[src/rtl/pgreg_pkg.sv]
package pgreg_pkg;
  localparam int AW = 5;

  typedef enum logic [2:0] {
    PG_NONE,
    PG_PRIM,
    PG_SEC,
    PG_CHAN,
    PG_TEST
  } page_e;

  localparam logic [7:0] CODE_PRIM = 8'h00;
  localparam logic [7:0] CODE_SEC  = 8'hAA;
  localparam logic [7:0] CODE_CHAN = 8'h01;
  localparam logic [7:0] CODE_TEST = 8'h02;

  localparam logic [AW-1:0] A_PTR = 5'h1F;

  // per-channel page layout
  localparam logic [AW-1:0] A_JA_EN   = 5'h00;
  localparam logic [AW-1:0] A_JA_DEP  = 5'h02;
  localparam logic [AW-1:0] A_LV_MASK = 5'h11;
  localparam logic [AW-1:0] A_LV_STAT = 5'h12;
  localparam logic [AW-1:0] A_RCK_INV = 5'h13;
  localparam logic [AW-1:0] A_TCK_INV = 5'h14;
  localparam logic [AW-1:0] A_IRQ_CTL = 5'h1E;
endpackage

[src/rtl/pgreg_page_dec.sv]
module pgreg_page_dec
  import pgreg_pkg::*;
(
  input  logic [7:0] ptr_i,
  output page_e      page_o
);
  always_comb begin
    unique case (ptr_i)
      CODE_PRIM: page_o = PG_PRIM;
      CODE_SEC:  page_o = PG_SEC;
      CODE_CHAN: page_o = PG_CHAN;
      CODE_TEST: page_o = PG_TEST;
      default:   page_o = PG_NONE;
    endcase
  end
endmodule

[src/rtl/pgreg_store_bank.sv]
module pgreg_store_bank #(
  parameter int DW    = 8,
  parameter int AW    = 5,
  parameter int DEPTH = 22
) (
  input  logic                clk_i,
  input  logic                rst_ni,
  input  logic                we_i,
  input  logic [AW-1:0]       addr_i,
  input  logic [DW-1:0]       wdata_i,
  output logic [DW-1:0]       rdata_o,
  output logic [DEPTH*DW-1:0] regs_o
);
  localparam int IW = (DEPTH > 1) ? $clog2(DEPTH) : 1;

  logic          hit;
  logic [IW-1:0] idx;
  logic [DW-1:0] mem [DEPTH];

  assign hit = addr_i < AW'(DEPTH);
  assign idx = addr_i[IW-1:0];

  for (genvar i = 0; i < DEPTH; i++) begin : g_reg
    always_ff @(posedge clk_i or negedge rst_ni) begin
      if (!rst_ni) mem[i] <= '0;
      else if (we_i && hit && (idx == IW'(i))) mem[i] <= wdata_i;
    end
    assign regs_o[i*DW +: DW] = mem[i];
  end

  assign rdata_o = hit ? mem[idx] : '0;
endmodule

[src/rtl/pgreg_chan_page.sv]
module pgreg_chan_page
  import pgreg_pkg::*;
#(
  parameter int DW  = 8,
  parameter int NCH = 8
) (
  input  logic           clk_i,
  input  logic           rst_ni,
  input  logic           we_i,
  input  logic           re_i,
  input  logic [AW-1:0]  addr_i,
  input  logic [DW-1:0]  wdata_i,
  input  logic [NCH-1:0] event_i,
  output logic [DW-1:0]  rdata_o,
  output logic [NCH-1:0] ja_en_o,
  output logic [NCH-1:0] ja_depth_o,
  output logic [NCH-1:0] rclk_inv_o,
  output logic [NCH-1:0] tclk_inv_o,
  output logic [NCH-1:0] stat_o,
  output logic [NCH-1:0] mask_o,
  output logic           clr_wr_o,
  output logic           irq_o
);
  logic [NCH-1:0] ja_en_q, ja_dep_q, rinv_q, tinv_q, mask_q, stat_q, clr_vec;
  logic           clr_wr_q, stat_acc;

  function automatic logic [DW-1:0] zext(input logic [NCH-1:0] v);
    logic [DW-1:0] r;
    r          = '0;
    r[NCH-1:0] = v;
    return r;
  endfunction

  always_ff @(posedge clk_i or negedge rst_ni) begin
    if (!rst_ni) begin
      ja_en_q  <= '0;
      ja_dep_q <= '0;
      rinv_q   <= '0;
      tinv_q   <= '0;
      mask_q   <= '0;
      clr_wr_q <= 1'b0;
    end else if (we_i) begin
      unique case (addr_i)
        A_JA_EN:   ja_en_q  <= wdata_i[NCH-1:0];
        A_JA_DEP:  ja_dep_q <= wdata_i[NCH-1:0];
        A_LV_MASK: mask_q   <= wdata_i[NCH-1:0];
        A_RCK_INV: rinv_q   <= wdata_i[NCH-1:0];
        A_TCK_INV: tinv_q   <= wdata_i[NCH-1:0];
        A_IRQ_CTL: clr_wr_q <= wdata_i[0];
        default: ;
      endcase
    end
  end

  // clear vector per mode; events are OR-ed in after the clear
  assign stat_acc = (addr_i == A_LV_STAT);
  always_comb begin
    clr_vec = '0;
    if (stat_acc) begin
      if (clr_wr_q && we_i)       clr_vec = wdata_i[NCH-1:0];
      else if (!clr_wr_q && re_i) clr_vec = '1;
    end
  end

  always_ff @(posedge clk_i or negedge rst_ni) begin
    if (!rst_ni) stat_q <= '0;
    else         stat_q <= (stat_q & ~clr_vec) | event_i;
  end

  always_comb begin
    unique case (addr_i)
      A_JA_EN:   rdata_o = zext(ja_en_q);
      A_JA_DEP:  rdata_o = zext(ja_dep_q);
      A_LV_MASK: rdata_o = zext(mask_q);
      A_LV_STAT: rdata_o = zext(stat_q);
      A_RCK_INV: rdata_o = zext(rinv_q);
      A_TCK_INV: rdata_o = zext(tinv_q);
      A_IRQ_CTL: rdata_o = {{(DW-1){1'b0}}, clr_wr_q};
      default:   rdata_o = '0;
    endcase
  end

  assign ja_en_o    = ja_en_q;
  assign ja_depth_o = ja_dep_q;
  assign rclk_inv_o = rinv_q;
  assign tclk_inv_o = tinv_q;
  assign stat_o     = stat_q;
  assign mask_o     = mask_q;
  assign clr_wr_o   = clr_wr_q;
  assign irq_o      = |(stat_q & mask_q);
endmodule

[src/rtl/pgreg_bank.sv]
module pgreg_bank
  import pgreg_pkg::*;
#(
  parameter int DW     = 8,
  parameter int NCH    = 8,
  parameter int PRIM_N = 22,
  parameter int SEC_N  = 8
) (
  input  logic                 clk_i,
  input  logic                 rst_ni,
  input  logic [AW-1:0]        addr_i,
  input  logic [DW-1:0]        wdata_i,
  input  logic                 we_i,
  input  logic                 re_i,
  output logic [DW-1:0]        rdata_o,
  input  logic [NCH-1:0]       lv_event_i,
  output logic [NCH-1:0]       ja_en_o,
  output logic [NCH-1:0]       ja_depth_o,
  output logic [NCH-1:0]       rclk_inv_o,
  output logic [NCH-1:0]       tclk_inv_o,
  output logic [PRIM_N*DW-1:0] prim_regs_o,
  output logic [SEC_N*DW-1:0]  sec_regs_o,
  output logic                 irq_o
);
  logic [7:0]     ptr_q;
  page_e          page;
  logic           ptr_hit, pg_we;
  logic [DW-1:0]  prim_rd, sec_rd, chan_rd;
  logic [NCH-1:0] chan_stat, chan_mask;
  logic           chan_clr_wr;

  assign ptr_hit = (addr_i == A_PTR);
  assign pg_we   = we_i && !ptr_hit;

  always_ff @(posedge clk_i or negedge rst_ni) begin
    if (!rst_ni)              ptr_q <= CODE_PRIM;
    else if (we_i && ptr_hit) ptr_q <= wdata_i[7:0];
  end

  pgreg_page_dec u_dec (
    .ptr_i  (ptr_q),
    .page_o (page)
  );

  pgreg_store_bank #(.DW(DW), .AW(AW), .DEPTH(PRIM_N)) u_prim (
    .clk_i   (clk_i),
    .rst_ni  (rst_ni),
    .we_i    (pg_we && (page == PG_PRIM)),
    .addr_i  (addr_i),
    .wdata_i (wdata_i),
    .rdata_o (prim_rd),
    .regs_o  (prim_regs_o)
  );

  pgreg_store_bank #(.DW(DW), .AW(AW), .DEPTH(SEC_N)) u_sec (
    .clk_i   (clk_i),
    .rst_ni  (rst_ni),
    .we_i    (pg_we && (page == PG_SEC)),
    .addr_i  (addr_i),
    .wdata_i (wdata_i),
    .rdata_o (sec_rd),
    .regs_o  (sec_regs_o)
  );

  pgreg_chan_page #(.DW(DW), .NCH(NCH)) u_chan (
    .clk_i      (clk_i),
    .rst_ni     (rst_ni),
    .we_i       (pg_we && (page == PG_CHAN)),
    .re_i       (re_i && !ptr_hit && (page == PG_CHAN)),
    .addr_i     (addr_i),
    .wdata_i    (wdata_i),
    .event_i    (lv_event_i),
    .rdata_o    (chan_rd),
    .ja_en_o    (ja_en_o),
    .ja_depth_o (ja_depth_o),
    .rclk_inv_o (rclk_inv_o),
    .tclk_inv_o (tclk_inv_o),
    .stat_o     (chan_stat),
    .mask_o     (chan_mask),
    .clr_wr_o   (chan_clr_wr),
    .irq_o      (irq_o)
  );

  // tester page and undefined codes decode to nothing
  always_comb begin
    if (ptr_hit) rdata_o = DW'(ptr_q);
    else begin
      unique case (page)
        PG_PRIM: rdata_o = prim_rd;
        PG_SEC:  rdata_o = sec_rd;
        PG_CHAN: rdata_o = chan_rd;
        default: rdata_o = '0;
      endcase
    end
  end
endmodule

[config.mk]
export PLATFORM = sky130hd
export DESIGN_NAME = pgreg_bank
export DESIGN_NICKNAME = d
export VERILOG_FILES = /design/src/rtl/pgreg_pkg.sv /design/src/rtl/pgreg_page_dec.sv /design/src/rtl/pgreg_store_bank.sv /design/src/rtl/pgreg_chan_page.sv /design/src/rtl/pgreg_bank.sv
export SDC_FILE = /design/constraint.sdc
export NUM_CORES = 1
export LEC_CHECK = 0
export BUFFER_PORTS_ARGS = -buffer_cell sky130_fd_sc_hd__buf_4
export CAP_MARGIN = 5
export CORE_MARGIN = 8
export CORE_UTILIZATION = 34
export DETAILED_ROUTE_END_ITERATION = 8
export PLACE_DENSITY_LB_ADDON = 0.1
export SETUP_SLACK_MARGIN = 0.2
export SLEW_MARGIN = 25
export SYNTH_ARGS = -nofsm -noshare
export SYNTH_HDL_FRONTEND = slang
export SYNTH_SLANG_ARGS = --single-unit
[constraint.sdc]
create_clock -name clk_i -period 4.27 [get_ports clk_i]
set_input_delay 0.854 -clock clk_i [delete_from_list [all_inputs] [get_ports clk_i]]
set_output_delay 0.854 -clock clk_i [all_outputs]
set_load 0.05 [all_outputs]
* Word level (Yosys, flattened, before mapping)
Cells that the tools add are included.
** Word-level totals
- Register bits after elaboration :: 297
- Input port bits :: 25
- Output and inout bits :: 281
** Cells by class
- $lt $le $gt $ge :: 4
- Equality and inequality tests :: 36
- Mux-type cells :: 15
- Bitwise gates (word level) :: 6
- Reduce and logical (&&, ||, !) cells :: 53
** Operator list (number)
- $mux 8 :: 10
- $pmux 8 s7 :: 1
- $logic_and 1x1->1 :: 41
- $bmux 8 s5 :: 1
- $eq 5x4->1 const B :: 8
- $eq 5x5->1 const B :: 8
- $bmux 8 s3 :: 1
- $pmux 8 s3 :: 1
- $eq 5x3->1 const B :: 4
- $and 8x8->8 :: 2
- $eq 3x2->1 const B :: 4
- $eq 3x3->1 const B :: 4
- $pmux 3 s4 :: 1
- $reduce_and 2->1 :: 6
- $eq 5x2->1 const B :: 2
- $eq 8x1->1 const B :: 1
- $eq 8x2->1 const B :: 1
- $eq 8x8->1 const B :: 1
- $logic_not 8->1 :: 1
- $not 8->8 :: 1
- $or 8x8->8 :: 1
- $reduce_or 8->1 :: 1
- $eq 3x1->1 const B :: 2
- $ge 6x6->1 const B :: 1
- 9 further kinds :: 10

* Longest topological paths before layout
- Word-level depth :: 11
- Mapped depth :: 9
- Gate-level depth less buffers :: 5

* Cells and area by module
Synthesis repeated with hierarchy kept, for this count alone.
** Unflattened totals
- Cells, all modules :: 1000
- Area, all modules :: 14542.7 um^2
** By module, submodules not included
- pgreg_store_bank at u_prim :: instances 1, cells each 540, area each 8361.8 um^2, seq. area each 4404.2 um^2
- pgreg_store_bank at u_sec :: instances 1, cells each 204, area each 3045.4 um^2, seq. area each 1601.5 um^2
- pgreg_chan_page :: instances 1, cells each 189, area each 2447.3 um^2, seq. area each 1226.2 um^2
- pgreg_bank :: instances 1, cells each 58, area each 630.6 um^2, seq. area each 200.2 um^2
- pgreg_page_dec :: instances 1, cells each 9, area each 57.6 um^2, seq. area each 0.0 um^2

* Worst setup path after synthesis
Ideal clock, no wire load.
- Path kind :: input -> output
- Start point :: input addr_i[1]
- End point :: output rdata_o[0]
- Data arrival time :: 2.945 ns
- Path slack :: 0.471 ns
- Stages :: 8
- Buffers on the path :: 4
- Path through :: buf_4 -> buf_2 -> buf_2 -> buf_2 -> mux4_2 -> a22oi_1 -> nand2_1 -> a221o_1
** Between the ends
- Cells in the longest elaborated chain, start to end :: 7
- Elaborated cells between the ends (all ways) :: 23
- Classes of those cells :: order compare: 2; eq/ne: 7; mux: 11; bitwise: 2; reduce/logical: 1
** RTL lines
- start, declared :: line pgreg_bank.sv:11 : input logic [AW-1:0] addr_i,
- $not 5->6 (not written as such) / $not 3->4 (equally long branches) :: line pgreg_store_bank.sv:31 : assign rdata_o = hit ? mem[idx] : '0;
- $bmux 8 s5 / $bmux 8 s3 (equally long branches) :: line pgreg_store_bank.sv:31
- $mux 8 (not written as such) (2 in series) :: line pgreg_store_bank.sv:31
- $mux 8 :: line pgreg_store_bank.sv:31
- $pmux 8 s3 :: line pgreg_bank.sv:88 : unique case (page)
- $mux 8 (*) :: line pgreg_bank.sv:86 : if (ptr_hit) rdata_o = DW'(ptr_q);
- end, declared :: line pgreg_bank.sv:15 : output logic [DW-1:0] rdata_o,
Every way passes the cells marked *; elsewhere a longest branch is shown, timed or not. The select of a mux whose other input is x is not followed.

* Final worst setup path
- Start point :: input addr_i[0]
- End point :: output rdata_o[6]
The elaborated chain is that of the path after synthesis.

==> qor.csv <==
stage,metric,value,unit
floorplanning,Die ar.,48380,um^2
cts,CTS max path bufs,3,
worst_setup_path,CP Capture Type,primary output,
worst_setup_path,Levels on crit path,7,
yosys,mapped cell area,14140,um^2
power,Leak,9.026,nW
grt,vias in the first global route,10768,
finish,fin cells,1844,
worst_setup_path,CP top delay family,compound AO/OA/AOI/OAI gates,
outcome,status,finished clean,
floorplanning,die width,220.0,um
worst_setup_path,crit path buf inv count,2,
finish,area grow syn2layout,29.03,%
routing,Detailed Routing Iterations Pass 1,7,
power,Sequential Power Share,40.3,%
hold_path,Hold Path Class,primary input to asynchronous set/reset pin,
power,Sw Share,33.20,%
worst_setup_path,CP peak stage delay,0.49,ns
power,Clk pwr share,36.4,%
worst_setup_path,CP Class,primary input to primary output,
routing,Iteration-0 DRC Markers,705,
run,Max Cap Viol,0,
worst_setup_path,Critical Path Start Type,primary input,
cts,clk slew on worst S/H paths,0.05,ns
cts,TritonCTS clock tree,yes,
grt,antenna violations before repair,1,
cts,clk_lat worst skew,0.53,ns
cts,Post-CTS Resized,0,
sta,Worst-Margin Slew,0.9568,ns
power,NetSw,0.002704,W
yosys,Cells after Synth,991,
floorplanning,Initial Utilization,34.56,%
floorplanning,core box area,40920,um^2
power,worst vdd ir,0.3013,mV
routing,drt total wl,53510,um
floorplanning,Rows,74,
worst_setup_path,crit path max-delay cell type,a211oi_1,
worst_setup_path,worst reg2reg endpoint,u_prim.regs_o[56],
sta,Tmin final,3.949,ns
yosys,synthesized flop and latch total,297,
placed_design,placed insts,1787,
sta,headroom to the max-slew limit,36.22,%
worst_setup_path,Critical Path Fanout Max,22,
cts,hold_buf cts,0,
worst_setup_path,reg2reg path depth,5,
placed_design,GPL Wtd Cong,0.8474,
routing,Wirelength per Cell,29.02,um
power,power per cell area,446.4,nW/um^2
cts,CTS Sinks,297,
worst_setup_path,worst setup path startpoint,addr_i[0],
sta,Max Clk Rate,253.3,MHz
cts,CTS buffer count,35,
finish,Nets,1317,
grt,total grt overflow,0,
routing,drt via density,5.414,
floorplanning,chip height,220.0,um
routing,DR vias,9983,
floorplanning,num ports,306,
sta,RSZ-0062 raised after global routing,false,
sta,# setup viols final,0,
yosys,synth warn,0,
cts,Post-CTS Setup Bufs,0,
grt,first-pass GRT wire length,77940,um
routing,"antenna viol nets, final",0,
yosys,sequential-to-total area share from yosys stat,52.55,%
cts,CTS Root Cell,clkbuf_16,
power,Int Power,0.005442,W
yosys,Avg Inst Size Synth,14.27,um^2
finish,n_diodes,0,
yosys,Cell variety after synth,52,
sta,setup TNS,0,ns
routing,DRC errors left,0,
worst_setup_path,r2r setup slk,1.08,ns
sta,Hold WS,0.3033,ns
finish,final instance area,18250,um^2
cts,H-tree depth,2,
placed_design,placed inst area,17130,um^2
sta,final period utilization,92.47,%
sta,max-slew violations,0,
grt,largest net degree at the start of global routing,75,
worst_setup_path,CP Data Required Time,3.42,ns
placed_design,input/output buffers,305,
finish,layout cell share with drive strength beyond 1,58.31,%
placed_design,DP HPWL,38200,um
worst_setup_path,RR Startpoint,ptr_q[4],
worst_setup_path,Worst EP arrival,3.09,ns
grt,GRT Overall Usage,22.03,%
sta,Final Hold Vio Count,0,
worst_setup_path,"Cell Chain, Critical Path","buf_4, nand3_1, o221ai_1, a21oi_1, a211oi_1, a311o_1, buf_4",
power,Combinational Power Share,23.2,%
worst_setup_path,Most Frequent Cell on Critical Path,buf_4,
sta,clk_skew,0.01496,ns
yosys,syn nets,1016,
[through the flow]
step                      setup WS, ns  util, %  power (W)
after floorplan                 0.4715        -   0.004486
after global placement          0.3452    41.85   0.005243
after detailed placement        0.3428    41.85   0.005250
after CTS                       0.3299    44.56   0.008258
after global routing            0.2125    44.59   0.008458
final                           0.3214    44.59   0.008146
[synth_stat cells, drive strengths merged]
library cell / n / area, um^2
dfrtp: 297 / 7432
a211o: 4 / 35.03
a31oi: 1 / 6.260
o22ai: 3 / 18.77
nor4: 3 / 40.04
a2bb2oi: 1 / 8.760
nand2: 32 / 120.1
a21o: 8 / 60.06
a221o: 8 / 80.08
mux4: 44 / 991.0
o221ai: 11 / 96.34
a211oi: 2 / 15.01
nor2: 28 / 135.1
nor3b: 1 / 7.510
and4: 2 / 17.52
or3b: 3 / 26.28
o211ai: 1 / 7.510
clkbuf: 49 / 183.9
nor4b: 1 / 8.760
mux2: 302 / 3401
a22o: 9 / 78.83
nand2b: 4 / 25.02
nand3: 6 / 30.03
buf: 27 / 133.9
or2: 3 / 18.77
o21ai: 16 / 80.08
a311o: 1 / 10.01
mux2i: 38 / 380.4
a22oi: 13 / 97.59
or3: 3 / 18.77
a21oi: 15 / 75.07
nand4: 2 / 12.51
o2111ai: 1 / 8.760
inv: 7 / 26.28
and2: 1 / 6.260
nor2b: 3 / 18.77
a221oi: 11 / 96.34
o32ai: 2 / 17.52
nor3: 25 / 292.8
xor2: 1 / 8.760
nand3b: 2 / 15.01
[cell usage in the layout (no fill, tap or decap), types with 2 or more instances in the layout]
| cell type | synthesis | final |
|---|---|---|
| a22o_1 | 9 | 9 |
| nor2_2 | 9 | 9 |
| mux2_1 | 5 | 5 |
| or3b_2 | 1 | 2 |
| nand2_1 | 32 | 32 |
| or3_1 | 3 | 3 |
| nand4_1 | 2 | 2 |
| a221oi_1 | 11 | 10 |
| nor3_1 | 9 | 9 |
| bufinv_16 | 0 | 3 |
| mux2_2 | 297 | 297 |
| o21ai_0 | 16 | 16 |
| and4_1 | 2 | 2 |
| clkbuf_16 | 0 | 35 |
| nand2b_1 | 4 | 4 |
| a21o_1 | 8 | 8 |
| o32ai_1 | 2 | 2 |
| a211o_1 | 4 | 4 |
| nand3b_1 | 2 | 2 |
| clkinv_2 | 0 | 3 |
| mux2i_1 | 38 | 38 |
| nor3_2 | 2 | 2 |
| clkbuf_1 | 49 | 8 |
| buf_12 | 0 | 6 |
| o22ai_1 | 3 | 3 |
| a221o_1 | 8 | 8 |
| a21oi_1 | 15 | 15 |
| dfrtp_1 | 297 | 297 |
| a22oi_1 | 13 | 13 |
| nor3_4 | 14 | 14 |
| or2_2 | 3 | 3 |
| o221ai_1 | 11 | 11 |
| mux4_2 | 44 | 44 |
| nand3_1 | 6 | 6 |
| inv_1 | 7 | 7 |
| clkbuf_8 | 0 | 6 |
| nor2_1 | 18 | 18 |
| buf_4 | 3 | 333 |
| nor2b_1 | 3 | 3 |
[cell type report]
cell class / count / area [um^2]
clock inverter: 8 / 122.6
fill: 3852 / 22680
sequential: 297 / 7432
tap: 532 / 665.6
clock buffer: 49 / 988.4
multi-input combinational: 611 / 6377
timing repair buffer: 340 / 2635
inverter: 7 / 26.28
[registers in the layout, summed over array words and instances (netlist names)]
| register | count |
|---|---|
| u_chan.clr_wr_o | 1 |
| u_sec.regs_o | 64 |
| u_chan.tclk_inv_o | 8 |
| u_chan.stat_o | 8 |
| u_chan.mask_o | 8 |
| ptr_q | 8 |
| u_chan.rclk_inv_o | 8 |
| u_chan.ja_en_o | 8 |
| u_prim.regs_o | 176 |
| u_chan.ja_depth_o | 8 |
[routing by layer]
layer / part of all wire, % / wire length (um) / global-route usage, % / up-vias
met1: 42 / 22240 / 28.11 / 5274
li1: - / - / - / 4336
met4: 1.7 / 932 / 5.369 / 2
met2: 49 / 26300 / 36.59 / 322
met3: 7.5 / 4031 / 6.280 / 49
met5: 0.015 / 8 / 0 / -
[power by group through the flow]
stage | registers, W | clock network, W | logic, W
global route | 0.00332 | 0.00316 | 0.00198
CTS | 0.00329 | 0.00305 | 0.00192
finish | 0.00329 | 0.00297 | 0.00189
floorplan | 0.00399 | 0 | 0.000493
global placement | 0.00334 | 0 | 0.00191
detailed placement | 0.00334 | 0 | 0.00191
[how the worst max path moves through the flow]
stage,end
2_1_floorplan,rdata_o[0]
3_3_place_gp,rdata_o[3]
3_5_place_dp,rdata_o[3]
4_1_cts,rdata_o[3]
5_1_grt,rdata_o[6]
6_report,rdata_o[6]
[kinds of logic after synthesis]
logic type	count (synthesis)	synth area share, %
AOI/OAI and AO/OA	107	5.600
DFF	297	52.55
muxes	384	33.74
buffers and inverters	83	2.433
xor gates and xnor gates	1	0.06194
and+or+nand+nor	119	5.609
No activity file was read; power rests on OpenSTA's default activity.
